File: config.mk
export PLATFORM = sky130hd
export DESIGN_NAME = irq_claim_ctrl
export DESIGN_NICKNAME = d
export VERILOG_FILES = /design/src/rtl/irq_cc_pkg.sv /design/src/rtl/irq_cc_gateway.sv /design/src/rtl/irq_cc_arbiter.sv /design/src/rtl/irq_claim_ctrl.sv
export SDC_FILE = /design/constraint.sdc
export NUM_CORES = 1
export LEC_CHECK = 0
export BUFFER_PORTS_ARGS = -buffer_cell sky130_fd_sc_hd__buf_2
export CORE_ASPECT_RATIO = 0.5
export CORE_UTILIZATION = 50
export DETAILED_ROUTE_END_ITERATION = 10
export PLACE_DENSITY = 0.77
export SLEW_MARGIN = 20
export SYNTH_ARGS = -nofsm -noshare
export SYNTH_HDL_FRONTEND = slang
export SYNTH_SLANG_ARGS = --single-unit
File: constraint.sdc
create_clock -name clk -period 11.1 [get_ports clk]
set_clock_uncertainty 0.2 [all_clocks]
set_input_delay 1.11 -clock clk [delete_from_list [all_inputs] [get_ports clk]]
set_output_delay 1.11 -clock clk [all_outputs]
set_load 0.02 [all_outputs]
File: src/rtl/irq_cc_pkg.sv
// Package: shared address map and bus widths of the claim/complete controller.
// Assumes word addressing with one access per cycle.
package irq_cc_pkg;
    localparam int ADDR_W         = 6;
    localparam int DATA_W         = 32;
    localparam int ADDR_CLAIM     = 0;
    localparam int ADDR_ENABLE    = 1;
    localparam int ADDR_PENDING   = 2;
    localparam int ADDR_PRIO_BASE = 32;
endpackage

File: src/rtl/irq_cc_gateway.sv
// Module: per-source gateway. Latches a pending flag from a level line and
// tracks the in-service state. Assumes claim_hit is only asserted while
// pending is set, and that complete_hit is already qualified by the enable bit.
module irq_cc_gateway (
    input  logic clk,
    input  logic rst_n,
    input  logic src,
    input  logic claim_hit,
    input  logic complete_hit,
    output logic pending,
    output logic claimed
);
    // Pending: set by the line only when idle, cleared by a claim.
    always_ff @(posedge clk) begin
        if (!rst_n)
            pending <= 1'b0;
        else if (claim_hit)
            pending <= 1'b0;
        else if (src && !pending && !claimed)
            pending <= 1'b1;
    end

    // In service: set by a claim, cleared by an accepted completion.
    always_ff @(posedge clk) begin
        if (!rst_n)
            claimed <= 1'b0;
        else if (claim_hit)
            claimed <= 1'b1;
        else if (complete_hit)
            claimed <= 1'b0;
    end
endmodule

File: src/rtl/irq_cc_arbiter.sv
// Module: picks the eligible source with the highest priority; ties go to
// the lower number. Priority 0 never wins. Number 0 means none.
module irq_cc_arbiter #(
    parameter int NUM_SRC = 8,
    parameter int PRIO_W  = 3,
    localparam int ID_W   = $clog2(NUM_SRC + 1)
) (
    input  logic [NUM_SRC:1]             elig,
    input  logic [NUM_SRC:1][PRIO_W-1:0] prio,
    output logic [ID_W-1:0]              best_id
);
    logic [PRIO_W-1:0] best_p;

    // Ascending scan with strict compare keeps the lowest number on ties.
    always_comb begin
        best_id = '0;
        best_p  = '0;
        for (int i = 1; i <= NUM_SRC; i++) begin
            if (elig[i] && (prio[i] > best_p)) begin
                best_p  = prio[i];
                best_id = ID_W'(i);
            end
        end
    end
endmodule

File: src/rtl/irq_claim_ctrl.sv
// Module: single-context interrupt controller with a claim/complete word.
// Assumes NUM_SRC + 1 <= 32 and NUM_SRC <= 31 (priority window 32..63).
module irq_claim_ctrl
    import irq_cc_pkg::*;
#(
    parameter int NUM_SRC = 8,
    parameter int PRIO_W  = 3
) (
    input  logic                clk,
    input  logic                rst_n,
    input  logic                automask_en,
    input  logic [NUM_SRC-1:0]  src_lvl,
    input  logic                reg_req,
    input  logic                reg_we,
    input  logic [ADDR_W-1:0]   reg_addr,
    input  logic [DATA_W-1:0]   reg_wdata,
    output logic [DATA_W-1:0]   reg_rdata,
    output logic                irq
);
    localparam int ID_W = $clog2(NUM_SRC + 1);

    logic [NUM_SRC:1]             pend_q, claim_q, en_q;
    logic [NUM_SRC:1][PRIO_W-1:0] prio_q;
    logic [NUM_SRC:1]             claim_hit, cmpl_hit;
    logic [ID_W-1:0]              best_id;
    logic                         rd_claim, wr_cmpl, wr_en, cmpl_in_range;
    logic [PRIO_W-1:0]            prio_rd;
    logic                         prio_rd_hit;

    // Decode of the access strobe.
    assign rd_claim      = reg_req && !reg_we && (reg_addr == ADDR_W'(ADDR_CLAIM));
    assign wr_cmpl       = reg_req &&  reg_we && (reg_addr == ADDR_W'(ADDR_CLAIM));
    assign wr_en         = reg_req &&  reg_we && (reg_addr == ADDR_W'(ADDR_ENABLE));
    assign cmpl_in_range = (reg_wdata != '0) && (reg_wdata <= DATA_W'(NUM_SRC));

    // One gateway per source, with its claim and completion strobes.
    for (genvar g = 1; g <= NUM_SRC; g++) begin : g_src
        assign claim_hit[g] = rd_claim && (best_id == ID_W'(g));
        assign cmpl_hit[g]  = wr_cmpl && cmpl_in_range &&
                              (reg_wdata[ID_W-1:0] == ID_W'(g)) && en_q[g];

        irq_cc_gateway u_gw (
            .clk          (clk),
            .rst_n        (rst_n),
            .src          (src_lvl[g-1]),
            .claim_hit    (claim_hit[g]),
            .complete_hit (cmpl_hit[g]),
            .pending      (pend_q[g]),
            .claimed      (claim_q[g])
        );

        // Priority register of this source.
        always_ff @(posedge clk) begin
            if (!rst_n)
                prio_q[g] <= '0;
            else if (reg_req && reg_we && (reg_addr == ADDR_W'(ADDR_PRIO_BASE + g)))
                prio_q[g] <= reg_wdata[PRIO_W-1:0];
        end

        // Enable bit: software write, or cleared by a claim in auto-mask mode.
        always_ff @(posedge clk) begin
            if (!rst_n)
                en_q[g] <= 1'b0;
            else if (wr_en)
                en_q[g] <= reg_wdata[g];
            else if (claim_hit[g] && automask_en)
                en_q[g] <= 1'b0;
        end
    end

    irq_cc_arbiter #(
        .NUM_SRC (NUM_SRC),
        .PRIO_W  (PRIO_W)
    ) u_arb (
        .elig    (pend_q & en_q),
        .prio    (prio_q),
        .best_id (best_id)
    );

    // The request line follows the arbiter result.
    assign irq = (best_id != '0);

    // Priority read mux over the priority window.
    always_comb begin
        prio_rd     = '0;
        prio_rd_hit = 1'b0;
        for (int i = 1; i <= NUM_SRC; i++) begin
            if (reg_addr == ADDR_W'(ADDR_PRIO_BASE + i)) begin
                prio_rd     = prio_q[i];
                prio_rd_hit = 1'b1;
            end
        end
    end

    // Registered read data; a claim returns the winner selected at this edge.
    always_ff @(posedge clk) begin
        if (!rst_n)
            reg_rdata <= '0;
        else if (reg_req && !reg_we) begin
            if (reg_addr == ADDR_W'(ADDR_CLAIM))
                reg_rdata <= DATA_W'(best_id);
            else if (reg_addr == ADDR_W'(ADDR_ENABLE))
                reg_rdata <= DATA_W'({en_q, 1'b0});
            else if (reg_addr == ADDR_W'(ADDR_PENDING))
                reg_rdata <= DATA_W'({pend_q, 1'b0});
            else if (prio_rd_hit)
                reg_rdata <= DATA_W'(prio_rd);
            else
                reg_rdata <= '0;
        end
    end
endmodule

==> flow_summary_export.csv <==
group,metric,value,unit
power,switching_share,0.237,
worst_hold_path,worstHoldStart,"g_src[3].u_gw.claimed",
setup_path,max_stage_delay,400,ps
detailed_routing,ant_nets,0,
setup_path,slowest_stage,"dfxtp_2",
synthesis,syn_area,4080,um^2
power,vdd_drop_max,0.0000955,V
clock_network,cts_inserted_buffers,9,
clock_network,cts_sinks,57,
setup_path,crit_arrival,9060,ps
cells_and_area,layout.cells.non_filler,671,
cells_and_area,syn_to_final_growth,17.6,%
global_route,antenna_found_initial,0,
run,drv_cap,0,
power,seq_power_share,0.385,
setup_path,r2r_start,"en_q[1]",
detailed_routing,wl_per_cell,17.5,um
floorplanning,initial_core_util,0.536,
sta,period_needed,10370,ps
synthesis,yosys_register_bits,57,
floorplanning,core-area,7620,um^2
place,io_buffers,60,
sta,worst_pin_slew,1040,ps
floorplanning,die_w,130,um
clock_network,clock_latency,340,ps
floorplanning,ios,84,
setup_path,cp_common_cell,"ha_1",
cells_and_area,fillerInstances,645,
synthesis,synth-edff-count,0,
sta,fin_ws,727,ps
floorplanning,rows,22,
power,pwr-share-comb,0.079,
setup_path,cp_data_required_time,9790,ps
clock_network,clkTransAtPathRegs,50,ps
global_route,grt_remaining_overflow,0,
global_route,grt_pass1_vias,3564,
place,routabilityCongestion,0.959,
sta,fin_crit_sh,0.935,
global_route,grt_first_pass_wirelength,18.7,mm
detailed_routing,dr.pass1.iters,5,
clock_network,cts.htree.levels,3,
synthesis,synth_area_per_cell,8.18,um^2
detailed_routing,drc,0,
status,status,"complete, no violations",
sta,report.final.setup_viol,0,
setup_path,r2r_cells,46,
setup_path,cp_max_fo,9,
power,pwr-share-clk,0.536,
sta,fin_tns_setup,0,ps
global_route,grt_max_degree,61,
place,dpl_worst_slack,116,ps
cells_and_area,nNetsFinal,623,
clock_network,cts_tree,"built",
power,p_switching,0.130,mW
clock_network,clk_path_buf_depth,2,
cells_and_area,drive_gt1_frac,0.215,
clock_network,ctsHoldBuffers,0,
worst_hold_path,hold_path_class,"reg -> reg",
synthesis,synth_cells,499,
setup_path,crit_path_start,"en_q[1]",
global_route,grtUsageTotal,0.294,
place,place_hpwl,8.64,mm
power,powerDensity,114,nW/um^2
floorplanning,die_h,65.9,um
synthesis,yosys_warnings,0,
setup_path,setup.worst_path.class,"reg -> out",
worst_hold_path,min_to,"g_src[3].u_gw.claimed",
sta,max_freq,96.4,MHz
power,leakagePower,1.90,nW
floorplanning,dieArea,8560,um^2
setup_path,r2r_slack,1110,ps
clock_network,root_buffer,"clkbuf_16",
setup_path,r2r-end,"en_q[3]",
worst_hold_path,hold_depth,2,
synthesis,synth_flop_cell,"dfxtp_1",
sta,finalMaxSlewViolations,0,
sta,hold_slack,266,ps
synthesis,seq_area_frac_synth,0.279,
cells_and_area,utilization,0.630,
setup_path,startpoint_type,"register",
detailed_routing,vias,4092,
power,internal_power,0.419,mW
detailed_routing,wl,11.8,mm
sta,timing.slew.headroom,0.304,
synthesis,synth.distinct_cells,65,
sta,hold_violations,0,
detailed_routing,viasPerCell,6.10,
synthesis,async_flop_share,0,
detailed_routing,drt_iter0_markers,419,
cells_and_area,antennaDiodeCount,0,
setup_path,crit_path_end_kind,"output port",
place,dp_cells,648,
[layer usage]
metal  vias to the layer above  track usage  wire length (um)  share of wire
li1                       1904            -                 -              -
met1                      1907        0.405              5270           0.45
met2                       259        0.444              4960           0.42
met3                        22       0.0850              1350           0.11
met4                         0       0.0858               187          0.016
met5                         -            0                 0              0
[registers in the layout, indices dropped and copies added, names as in the netlist]
signal and count:
g_src.u_gw.claimed 8, g_src.u_gw.pending 8, reg_rdata 9, en_q 8
prio_q 24
[stage by stage]
| stage | area (um^2) | power [mW] |
|---|---|---|
| floorplan | 4170 | 0.246 |
| global placement | 4370 | 0.257 |
| detailed placement | 4370 | 0.258 |
| CTS | 4680 | 0.549 |
| global route | 4800 | 0.565 |
| finish | 4800 | 0.549 |
[layout by cell type (no fill, tap or decap), drive strengths merged, types with 6 or more instances in the layout]
cell | netlist | layout
dfxtp | 57 | 57
nand2 | 49 | 49
nor4 | 10 | 10
a22o | 6 | 6
o21ai | 19 | 19
buf | 28 | 73
inv | 18 | 18
and2 | 6 | 6
o211a | 6 | 6
nand3 | 35 | 35
nand4 | 7 | 7
a22oi | 8 | 8
o211ai | 8 | 8
ha | 14 | 14
conb | 1 | 23
a21oi | 10 | 10
nor2 | 27 | 27
nor2b | 39 | 39
mux2i | 22 | 22
clkbuf | 19 | 11
a21boi | 25 | 25
nand2b | 7 | 7
mux2 | 8 | 8
[logic make-up (layout without fill, tap and decap cells)]
kind of cell	after synthesis	after routing	synth area share
and+or+nand+nor	200	200	0.250
AOI/OAI and AO/OA	127	127	0.240
buffers and inverters	65	107	0.0849
DFF	57	57	0.279
muxes	33	33	0.0974
adders and majority gates	14	14	0.0429
xor gates and xnor gates	2	2	0.00429
other	1	23	0.000918
[synth_stat cells, drive strengths merged, types with 5 or more instances]
master / count / area (um^2)
a21boi: 25 / 188
nor2b: 39 / 244
inv: 18 / 67.6
nand4: 7 / 43.8
clkbuf: 19 / 71.3
nand3: 35 / 175
o211a: 6 / 60.1
mux2: 8 / 93.8
o211ai: 8 / 73.8
a22oi: 8 / 60.1
and3: 5 / 31.3
mux2i: 22 / 236
ha: 14 / 175
a21oi: 10 / 61.3
nand2: 49 / 184
a22o: 6 / 52.6
nor3: 5 / 25.0
o21ai: 19 / 98.9
buf: 28 / 208
nor2: 27 / 101
nor4: 10 / 62.6
dfxtp: 57 / 1140
and2: 6 / 37.5
nand2b: 7 / 43.8
o31ai: 5 / 37.5
o21a: 5 / 37.5
[power by group through the flow]
stage	Sequential, mW	Combinational [mW]	Clock, mW
after global placement	0.215	0.0423	0
after detailed placement	0.215	0.0426	0
after floorplan	0.214	0.0321	0
after CTS	0.211	0.0427	0.295
after global routing	0.211	0.0474	0.306
final	0.211	0.0436	0.294
[timing repair]
item,in CTS,in global routing
gates resized for setup,2,14
pin swaps,0,4
buffers inserted,0,7
gates cloned,0,0
endpoints found under the setup margin,1,17
[worst max-delay path, delay by kind of cell, from the launching register on]
family	cells	cell delay, ps
AOI/OAI and AO/OA	14	2660
DFF	1	400
and+or+nand+nor	12	1430
buffers and inverters	2	350
adders and majority gates	7	1970
muxes	6	1910
[worst max-delay path by stage]
stage	depth (start not counted)	end	slack, ps
4_1_cts	41	irq	80
6_report	41	irq	730
3_5_place_dp	41	irq	120
2_1_floorplan	47	en_q[3]	760
5_1_grt	41	irq	-50
3_3_place_gp	41	irq	460
[area by class of cell]
type | count | area (um^2) | share of cell area
clock inverters | 5 | 80.1 | 0.0167
multi-input cells | 399 | 2740 | 0.571
inverters | 18 | 67.6 | 0.0141
well taps | 108 | 135 | 0.0281
flip-flops and latches | 57 | 1140 | 0.238
clock buffers | 11 | 233 | 0.0485
repair buffers | 73 | 398 | 0.0829
No activity file was read; power rests on OpenSTA's default activity.
